<file path="config.mk">
export PLATFORM = sky130hd
export DESIGN_NAME = strobe_serial_if
export DESIGN_NICKNAME = d
export VERILOG_FILES = /design/src/rtl/ssi_pkg.sv /design/src/rtl/ssi_sync.sv /design/src/rtl/ssi_rx.sv /design/src/rtl/ssi_decode.sv /design/src/rtl/ssi_tx.sv /design/src/rtl/strobe_serial_if.sv
export SDC_FILE = /design/constraint.sdc
export NUM_CORES = 1
export LEC_CHECK = 0
export BUFFER_PORTS_ARGS = -buffer_cell sky130_fd_sc_hd__buf_4
export CAP_MARGIN = 20
export CORE_MARGIN = 2
export CORE_UTILIZATION = 35
export DETAILED_ROUTE_END_ITERATION = 8
export SLEW_MARGIN = 30
export SYNTH_ARGS = -nofsm -noshare
export SYNTH_HDL_FRONTEND = slang
export SYNTH_HIERARCHICAL = 1
export SYNTH_SLANG_ARGS = --single-unit
</file>
<file path="constraint.sdc">
create_clock -name clk -period 2.3 [get_ports clk]
set_clock_uncertainty 0.05 [all_clocks]
set_input_delay 0.69 -clock clk [delete_from_list [all_inputs] [get_ports clk]]
set_output_delay 0.69 -clock clk [all_outputs]
set_load 0.02 [all_outputs]
</file>
<file path="src/rtl/ssi_pkg.sv">
package ssi_pkg;
  localparam logic [1:0] CLS_MODE = 2'b00;
  localparam logic [1:0] CLS_DATA = 2'b01;
  localparam logic [1:0] CLS_CTRL = 2'b10;
  localparam logic [1:0] CLS_ADDR = 2'b11;

  typedef enum logic [1:0] {
    OP_DISP = 2'b00,
    OP_LED  = 2'b01,
    OP_KEY  = 2'b10,
    OP_SW   = 2'b11
  } data_op_e;
endpackage

</file>
<file path="src/rtl/ssi_sync.sv">
module ssi_sync #(
  parameter int WIDTH  = 3,
  parameter int STAGES = 2
) (
  input  logic             clk,
  input  logic             rst_n,
  input  logic [WIDTH-1:0] d,
  output logic [WIDTH-1:0] q
);
  logic [WIDTH-1:0] chain [STAGES];

  genvar s;
  generate
    for (s = 0; s < STAGES; s++) begin : g_stage
      if (s == 0) begin : g_first
        always_ff @(posedge clk or negedge rst_n)
          if (!rst_n) chain[s] <= '1;
          else        chain[s] <= d;
      end else begin : g_next
        always_ff @(posedge clk or negedge rst_n)
          if (!rst_n) chain[s] <= '1;
          else        chain[s] <= chain[s-1];
      end
    end
  endgenerate

  assign q = chain[STAGES-1];
endmodule

</file>
<file path="src/rtl/ssi_rx.sv">
module ssi_rx (
  input  logic       clk,
  input  logic       rst_n,
  input  logic       strb_q,
  input  logic       strb_edge,
  input  logic       sclk_rise,
  input  logic       sdin_q,
  output logic       byte_done,
  output logic [7:0] byte_val,
  output logic       byte_is_cmd
);
  logic [2:0] bit_cnt;
  logic [6:0] shreg;
  logic       first_pending;
  logic       take;

  assign take = sclk_rise && !strb_q;

  always_ff @(posedge clk or negedge rst_n) begin
    if (!rst_n) begin
      bit_cnt       <= '0;
      shreg         <= '0;
      first_pending <= 1'b1;
      byte_done     <= 1'b0;
      byte_val      <= '0;
      byte_is_cmd   <= 1'b0;
    end else begin
      byte_done <= 1'b0;
      if (strb_edge) begin
        bit_cnt       <= '0;
        first_pending <= 1'b1;
      end else if (take) begin
        bit_cnt <= bit_cnt + 3'd1;
        shreg   <= {sdin_q, shreg[6:1]};
        if (bit_cnt == 3'd7) begin
          byte_done     <= 1'b1;
          byte_val      <= {sdin_q, shreg};
          byte_is_cmd   <= first_pending;
          first_pending <= 1'b0;
        end
      end
    end
  end


  strobe_idle_chk: assert property (@(posedge clk) disable iff (!rst_n)
    strb_q |=> !byte_done);


  cmd_once_chk: assert property (@(posedge clk) disable iff (!rst_n)
    (byte_done && byte_is_cmd) |=> !(byte_done && byte_is_cmd));
endmodule

</file>
<file path="src/rtl/ssi_decode.sv">
module ssi_decode
  import ssi_pkg::*;
#(
  parameter int          ADDR_W    = 5,
  parameter logic [4:0]  LAST_ADDR = 5'h15,
  parameter int          MODE_W    = 4,
  parameter int          LED_W     = 4
) (
  input  logic              clk,
  input  logic              rst_n,
  input  logic              byte_done,
  input  logic [7:0]        byte_val,
  input  logic              byte_is_cmd,
  output logic              load_key,
  output logic              load_sw,
  output logic [MODE_W-1:0] disp_mode,
  output logic              disp_on,
  output logic [2:0]        dim_code,
  output logic [LED_W-1:0]  led_out,
  output logic              wr_valid,
  input  logic              wr_ready,
  output logic [ADDR_W-1:0] wr_addr,
  output logic [7:0]        wr_data
);
  localparam logic [ADDR_W-1:0] WRAP_AT = ADDR_W'(LAST_ADDR);

  logic [ADDR_W-1:0] addr;
  logic [ADDR_W-1:0] addr_next;
  logic              auto_inc;
  data_op_e          op;
  logic [1:0]        cls;
  logic              is_read_cmd;

  assign cls         = byte_val[7:6];
  assign addr_next   = (addr >= WRAP_AT) ? '0 : addr + 1'b1;
  assign is_read_cmd = byte_done && byte_is_cmd && (cls == CLS_DATA) && byte_val[1];
  assign load_key    = is_read_cmd && !byte_val[0];
  assign load_sw     = is_read_cmd &&  byte_val[0];

  always_ff @(posedge clk or negedge rst_n) begin
    if (!rst_n) begin
      addr      <= '0;
      auto_inc  <= 1'b1;
      op        <= OP_DISP;
      disp_mode <= '0;
      disp_on   <= 1'b0;
      dim_code  <= '0;
      led_out   <= '0;
      wr_valid  <= 1'b0;
      wr_addr   <= '0;
      wr_data   <= '0;
    end else begin
      if (wr_valid && wr_ready) wr_valid <= 1'b0;
      if (byte_done) begin
        if (byte_is_cmd) begin
          case (cls)
            CLS_MODE: disp_mode <= byte_val[MODE_W-1:0];
            CLS_DATA: begin
              auto_inc <= !byte_val[2];
              op       <= data_op_e'(byte_val[1:0]);
            end
            CLS_CTRL: begin
              disp_on  <= byte_val[3];
              dim_code <= byte_val[2:0];
            end
            default:  addr <= byte_val[ADDR_W-1:0];
          endcase
        end else begin
          case (op)
            OP_DISP: begin
              if (!wr_valid || wr_ready) begin
                wr_valid <= 1'b1;
                wr_addr  <= addr;
                wr_data  <= byte_val;
                if (auto_inc) addr <= addr_next;
              end
            end
            OP_LED:  led_out <= byte_val[LED_W-1:0];
            default: ;
          endcase
        end
      end
    end
  end


  wr_hold_chk: assert property (@(posedge clk) disable iff (!rst_n)
    (wr_valid && !wr_ready) |=> (wr_valid && $stable(wr_addr) && $stable(wr_data)));


  ctrl_stable_chk: assert property (@(posedge clk) disable iff (!rst_n)
    !byte_done |=> ($stable(disp_on) && $stable(dim_code)));
endmodule

</file>
<file path="src/rtl/ssi_tx.sv">
module ssi_tx #(
  parameter int KEY_W = 24,
  parameter int SW_W  = 4
) (
  input  logic             clk,
  input  logic             rst_n,
  input  logic             strb_edge,
  input  logic             sclk_fall,
  input  logic             load_key,
  input  logic             load_sw,
  input  logic [KEY_W-1:0] key_in,
  input  logic [SW_W-1:0]  sw_in,
  output logic             pull_low
);
  localparam int TX_W  = (KEY_W > 8) ? KEY_W : 8;
  localparam int CNT_W = $clog2(TX_W + 1);
  localparam logic [CNT_W-1:0] KEY_LEN = CNT_W'(KEY_W);
  localparam logic [CNT_W-1:0] SW_LEN  = CNT_W'(8);

  logic [TX_W-1:0]  sh;
  logic [CNT_W-1:0] remaining;
  logic             armed;
  logic             on;
  logic             bitq;

  always_ff @(posedge clk or negedge rst_n) begin
    if (!rst_n) begin
      sh        <= '0;
      remaining <= '0;
      armed     <= 1'b0;
      on        <= 1'b0;
      bitq      <= 1'b1;
    end else if (strb_edge) begin
      armed <= 1'b0;
      on    <= 1'b0;
      bitq  <= 1'b1;
    end else if (load_key || load_sw) begin
      sh        <= load_key ? TX_W'(key_in) : TX_W'(sw_in);
      remaining <= load_key ? KEY_LEN : SW_LEN;
      armed     <= 1'b1;
      on        <= 1'b0;
      bitq      <= 1'b1;
    end else if (sclk_fall && armed) begin
      if (remaining != '0) begin
        bitq      <= sh[0];
        sh        <= sh >> 1;
        remaining <= remaining - 1'b1;
        on        <= 1'b1;
      end else begin
        on    <= 1'b0;
        armed <= 1'b0;
        bitq  <= 1'b1;
      end
    end
  end

  assign pull_low = on && !bitq;


  release_on_strobe_chk: assert property (@(posedge clk) disable iff (!rst_n)
    strb_edge |=> !pull_low);


  quiet_after_load_chk: assert property (@(posedge clk) disable iff (!rst_n)
    (load_key || load_sw) |=> !pull_low);
endmodule

</file>
<file path="src/rtl/strobe_serial_if.sv">
module strobe_serial_if #(
  parameter int         SYNC_STAGES = 2,
  parameter int         ADDR_W      = 5,
  parameter logic [4:0] LAST_ADDR   = 5'h15,
  parameter int         MODE_W      = 4,
  parameter int         LED_W       = 4,
  parameter int         KEY_W       = 24,
  parameter int         SW_W        = 4
) (
  input  logic              clk,
  input  logic              rst_n,
  input  logic              strb_in,
  input  logic              sclk_in,
  input  logic              sdin_in,
  output logic              sdout_pull_low,
  input  logic [KEY_W-1:0]  key_in,
  input  logic [SW_W-1:0]   sw_in,
  output logic [MODE_W-1:0] disp_mode,
  output logic              disp_on,
  output logic [2:0]        dim_code,
  output logic [LED_W-1:0]  led_out,
  output logic              wr_valid,
  input  logic              wr_ready,
  output logic [ADDR_W-1:0] wr_addr,
  output logic [7:0]        wr_data
);
  logic [2:0] sync_q;
  logic       strb_q, sclk_q, sdin_q;
  logic       strb_prev, sclk_prev;
  logic       strb_edge, sclk_rise, sclk_fall;
  logic       byte_done, byte_is_cmd;
  logic [7:0] byte_val;
  logic       load_key, load_sw;

  ssi_sync #(.WIDTH(3), .STAGES(SYNC_STAGES)) u_sync (
    .clk(clk), .rst_n(rst_n),
    .d({strb_in, sclk_in, sdin_in}),
    .q(sync_q)
  );

  assign {strb_q, sclk_q, sdin_q} = sync_q;

  always_ff @(posedge clk or negedge rst_n)
    if (!rst_n) begin
      strb_prev <= 1'b1;
      sclk_prev <= 1'b1;
    end else begin
      strb_prev <= strb_q;
      sclk_prev <= sclk_q;
    end

  assign strb_edge = strb_q ^ strb_prev;
  assign sclk_rise = sclk_q && !sclk_prev;
  assign sclk_fall = !sclk_q && sclk_prev && !strb_q;

  ssi_rx u_rx (
    .clk(clk), .rst_n(rst_n),
    .strb_q(strb_q), .strb_edge(strb_edge),
    .sclk_rise(sclk_rise), .sdin_q(sdin_q),
    .byte_done(byte_done), .byte_val(byte_val), .byte_is_cmd(byte_is_cmd)
  );

  ssi_decode #(
    .ADDR_W(ADDR_W), .LAST_ADDR(LAST_ADDR), .MODE_W(MODE_W), .LED_W(LED_W)
  ) u_dec (
    .clk(clk), .rst_n(rst_n),
    .byte_done(byte_done), .byte_val(byte_val), .byte_is_cmd(byte_is_cmd),
    .load_key(load_key), .load_sw(load_sw),
    .disp_mode(disp_mode), .disp_on(disp_on), .dim_code(dim_code),
    .led_out(led_out),
    .wr_valid(wr_valid), .wr_ready(wr_ready), .wr_addr(wr_addr), .wr_data(wr_data)
  );

  ssi_tx #(.KEY_W(KEY_W), .SW_W(SW_W)) u_tx (
    .clk(clk), .rst_n(rst_n),
    .strb_edge(strb_edge), .sclk_fall(sclk_fall),
    .load_key(load_key), .load_sw(load_sw),
    .key_in(key_in), .sw_in(sw_in),
    .pull_low(sdout_pull_low)
  );
endmodule

</file>
==> impl_metrics.tcl, run 1 <==
set metrics [dict create \
    status "finished, final reports clean" \
    rsz0062_at_grt "no" \
    pre_cts_slack_ns 0.141 \
    grt_antenna_before_repair 0 \
    vdd_drop_max_uv 369 \
    utilization_pct 43.4 \
    synth.most_common_cell "dfrtp_1" \
    drive_gt1_share_pct 36.2 \
    first_pass_iters 4 \
    critical_path_required_ns 2.46 \
    synthArstFlopShare_pct 100 \
    grt_max_degree 50 \
    yosysTopAreaCell "dfrtp_1" \
    ys_seq_area_share_pct 54.1 \
    syn_inst 361 \
    overflow 0 \
    dp_hpwl_um 5740 \
    syn-num-nets 400 \
    min_period_ns 2.12 \
    worstSkewPairLatency_ns 0.34 \
    start_util_pct 35.5 \
    areaGrowthSynthToFinish_pct 22.2 \
    tns_ns 0 \
    hold_buffers 0 \
    viasPerCell 4.80 \
    nNetsFinal 468 \
    postCtsSetupRepairBufs 0 \
    grt_pass1_vias 2887 \
    core_um2 12500 \
    syn_area_per_cell_um2 12.2 \
    root_buffer "clkbuf_16" \
    synth.distinct_cells 54 \
    track_usage_pct 13.1 \
    die_y_um 116 \
    period_share_pct 92.1 \
    synthTopCellsByCount "dfrtp_1, mux2_2, inv_1, a21oi_1, mux2i_1" \
    tightest_slew_ns 0.564 \
    ios 61 \
    crit_type "reg2reg" \
    pwr_density_cell_nw_per_um2 627 \
    clk_pin_slew_worst_paths_ns 0.07 \
    io_buffers 60 \
    slew_headroom_pct 62.1 \
    p_leak_uw 0.00263 \
    grt_pass1_wl_um 13900 \
    gp_congestion 0.797 \
    drc 0 \
    critPathMaxFanout 11 \
    synth_edf_count 0 \
    drtAntennaViolNets 0 \
    cts_tree "built" \
    synth_top_area_share_pct 47.6 \
    clk_path_buf_depth 2 \
    cts_made_buffers 9 \
    die_width_um 116 \
    finalHoldWorstSlack_ns 0.234 \
    cts_sinks 95 \
    vias 2908 \
    ys_seq_elements 95 \
    ys_warn_count 6 \
    setup_ws_ns 0.183 \
    crit_arrival_ns 2.28 \
    drv_cap 0 \
    fmax_mhz 472 \
    synth-main-ff-cell "dfrtp_1" \
    drt-total-wl_um 8240 \
    cts-htree-levels 3 \
    fp-row-count 41 \
    drv_slew 0 \
    fillers 1192 \
    stdcell_count 606 \
    setup_viol 0 \
    die_area_um2 13500 \
    hp-class "in2async" \
    synth_area_um2 4420 \
    hold_viol_final 0 \
    synth_area_leaders "dfrtp_1, mux2_2, dfstp_2" \
    end_kind "flip-flop" \
    cts_resized 0 \
    start_kind "flip-flop" \
    placed_cells 590 \
    drt_iter0_drc 159 \
    n_antenna_cell 0 \
    wl_per_cell_um 13.6 \
]
==> through the flow <==
step	total power [uW]	cell area (um2)
after floorplan	1840	4420
after global placement	1940	5100
after detailed placement	1950	5100
after CTS	3450	5400
after global routing	3540	5400
final	3390	5400
==> registers in the layout, summed over array words and instances, names as in the netlist, 2 cells and up <==
name,flops
u_dec/addr,5
u_dec/dim_code,3
u_dec/disp_mode,4
u_dec/led_out,4
u_dec/op,2
u_dec/wr_addr,5
u_dec/wr_data,8
u_rx/bit_cnt,3
u_rx/byte_val,8
u_rx/shreg,7
u_sync/chain,3
u_sync/q,3
u_tx/remaining,5
u_tx/sh,24
==> area by class of cell <==
cell class	instances	area (um2)	area share, %
clock buffers	10	229	4.24
clock inverters	6	71.3	1.32
inverters	28	105	1.94
multi-input cells	218	1800	33.3
flip-flops and latches	95	2390	44.2
well taps	172	215	3.98
repair buffers	77	591	10.9
==> cells by family (layout without fill, tap and decap cells) <==
logic type      Yosys count  count (layout)  synth area share, %
compound gates           59              59                 8.43
xor+xnor                  2               2                0.396
fa+ha+maj                 5               5                 1.42
buf+inv                  48             121                 5.43
flops                    95              95                 54.1
mux                      70              70                 18.5
simple gates             82              82                 11.7
==> power breakdown <==
group / internal, uW / switching [uW] / total, uW
registers: 1720 / 32.8 / 1760
clock network: 850 / 629 / 1480
logic: 85.4 / 67.3 / 153
total: 2660 / 729 / 3390
==> critical path, stage by stage (launching register included) <==
cell and delay [ns]:
dfrtp_1 0.37, inv_1 0.08, ha_1 0.20, or4b_1 0.63
o2bb2ai_4 0.28, buf_4 0.23, mux2i_1 0.13
==> placed cells by master (no fill, tap or decap), types with 3 or more instances in the layout <==
cell type / n
dfrtp_1: 84
buf_4: 76
mux2_2: 29
inv_1: 28
a21oi_1: 27
mux2i_1: 25
nand2_1: 23
nor3b_1: 21
mux2_4: 16
o21ai_0: 14
dfstp_2: 11
clkbuf_16: 9
nor2_1: 6
ha_1: 5
and3_1: 3
nor3_1: 3
==> path summary, 6_finish.rpt <==
kind / startpoint / endpoint / slack [ns] / cells after the start
worst max-delay path: u_tx/remaining[0] / u_tx/sh[10] / 0.18 / 6
worst min-delay path: rst_n / u_rx/shreg[5] / 0.23 / 1
worst max register to register: u_tx/remaining[0] / u_tx/sh[10] / 0.18 / 6
min in group clk: u_sync/chain[5] / u_sync/q[2] / 0.30 / 0
worst min register to register: u_sync/chain[5] / u_sync/q[2] / 0.30 / 0
max in group asynchronous: rst_n / u_tx/sh[23] / 1.32 / 2
==> layer usage <==
layer / track usage [%] / wire (um)
met1: 16.9 / 3650
met2: 21.7 / 4130
met3: 3.53 / 351
met4: 4.05 / 110
met5: 0 / 0
No activity file was read; power rests on OpenSTA's default activity.
==> inputs of run 2 (changes only) <==
--- a/config.mk
+++ b/config.mk
@@ -7,7 +7,6 @@
 export LEC_CHECK = 0
 export BUFFER_PORTS_ARGS = -buffer_cell sky130_fd_sc_hd__buf_4
 export CAP_MARGIN = 20
-export CORE_MARGIN = 2
 export CORE_UTILIZATION = 35
 export DETAILED_ROUTE_END_ITERATION = 8
 export SLEW_MARGIN = 30
==> run 2 against run 1 <==
Effect of this change: global-route usage is 0.68 points higher; sequential share of layout area up 0.33 points; sequential power barely moved.
==> impl_metrics.tcl, run 2 (same netlist as run 1, synthesis figures left out) <==
set metrics [dict create \
    status "finished, final reports clean" \
    largest_register_ffs 24 \
    stdcell_count 598 \
    reg_top3 "u_tx/sh x24, u_dec/wr_data x8, u_rx/byte_val x8" \
    cts_made_buffers 9 \
    end_kind "flip-flop" \
    tightest_slew_ns 0.549 \
    hold_buffers 0 \
    drv_cap 0 \
    grt_antenna_before_repair 0 \
    viasPerCell 4.73 \
    drt-total-wl_um 8150 \
    top_register "u_tx/sh" \
    placed_cells 582 \
    core_um2 12200 \
    nNetsFinal 464 \
    fp-row-count 40 \
    critPathMaxFanout 18 \
    postCtsSetupRepairBufs 0 \
    timing.rr.start "u_tx/remaining[0]" \
    grt_pass1_wl_um 14000 \
    die_area_um2 13100 \
    grt_max_degree 51 \
    period_share_pct 91.5 \
    cts-htree-levels 3 \
    p_leak_uw 0.00260 \
    die_y_um 114 \
    crit_type "reg2reg" \
    pwr_density_cell_nw_per_um2 611 \
    worstSkewPairLatency_ns 0.34 \
    drv_slew 0 \
    start_util_pct 36.3 \
    clk_pin_slew_worst_paths_ns 0.07 \
    slew_headroom_pct 63.1 \
    vias 2829 \
    dp_hpwl_um 5690 \
    die_width_um 114 \
    reg2regPathDepth 6 \
    layout_commonest_cell "dfrtp_1" \
    overflow 0 \
    min_period_ns 2.11 \
    cts_sinks 95 \
    drt_iter0_drc 119 \
    track_usage_pct 13.8 \
    gp_congestion 0.744 \
    n_antenna_cell 0 \
    crit_arrival_ns 2.27 \
    critical_path_required_ns 2.47 \
    drc 0 \
    start_kind "flip-flop" \
    io_buffers 60 \
    fmax_mhz 475 \
    vdd_drop_max_uv 353 \
    r2r_setup_slack_ns 0.19 \
    hold_viol_final 0 \
    root_buffer "clkbuf_16" \
    crit_slowest_cell "or4b_1" \
    drtAntennaViolNets 0 \
    hp-class "in2async" \
    final_cell_mix "dfrtp_1, buf_4, mux2_2" \
    first_pass_iters 5 \
    place_area_um2 5090 \
    utilization_pct 44.1 \
    ios 61 \
    wl_per_cell_um 13.6 \
    cp_slowest_stage_delay_ns 0.63 \
    tns_ns 0 \
    path_cells "inv_1 > ha_1 > or4b_1 > o2bb2ai_4 > buf_12 > mux2i_1" \
    r2r-end "u_tx/sh[12]" \
    clk_path_buf_depth 2 \
    fillers 1184 \
    cts_tree "built" \
    fin_area_um2 5360 \
    setup_viol 0 \
    drive_gt1_share_pct 35.3 \
    areaGrowthSynthToFinish_pct 21.3 \
    rsz0062_at_grt "no" \
    cts_resized 0 \
    grt_pass1_vias 2901 \
]
run 2: report_power, final:
group | total, uW | internal [uW] | switching [uW]
sequential | 1760 | 1720 | 33.5
clock | 1370 | 738 | 633
combinational | 150 | 84.3 | 65.6
run 2: how the worst max path moves through the flow:
stage | endpoint | slack [ns] | start | cells past startpoint
2_1_floorplan | u_tx/sh[7] | 0.04 | u_sync/q[2] | 8
3_3_place_gp | u_tx/sh[1] | 0.26 | u_rx/byte_done | 7
3_5_place_dp | u_tx/sh[12] | 0.20 | u_tx/remaining[0] | 6
4_1_cts | u_tx/sh[1] | 0.19 | u_rx/byte_done | 7
5_1_grt | u_tx/sh[1] | 0.04 | u_rx/byte_done | 7
6_report | u_tx/sh[12] | 0.19 | u_tx/remaining[0] | 6
run 2: area by class of cell:
| class | count | area, um2 | area share, % |
|---|---|---|---|
| multi-input cells | 218 | 1800 | 33.5 |
| clock inverters | 6 | 46.3 | 0.863 |
| repair buffers | 73 | 586 | 10.9 |
| flip-flops and latches | 95 | 2390 | 44.6 |
| inverters | 28 | 105 | 1.96 |
| well taps | 168 | 210 | 3.92 |
| clock buffers | 10 | 229 | 4.27 |
run 2: critical path: cells and delay by family, from the launching register on:
kind / cells / cell delay [ns]
buffers and inverters: 2 / 0.29
AOI/OAI and AO/OA: 1 / 0.28
DFF: 1 / 0.38
and+or+nand+nor: 1 / 0.63
muxes: 1 / 0.13
adders and majority gates: 1 / 0.21
run 2: stage by stage:
step,hold WS [ns],power [uW],setup WS (ns)
floorplan,0.295,1840,0.0390
global placement,0.297,1940,0.260
detailed placement,0.297,1940,0.202
CTS,0.182,3350,0.192
finish,0.185,3280,0.195
global route,0.192,3430,0.0440
run 2: metal layers:
metal,up-vias,share of wire [%],GRT usage [%]
li1,1379,-,-
met1,1376,45,17.1
met2,59,49,22.8
met3,15,4.1,3.71
met4,0,2.1,5.45
met5,-,0,0
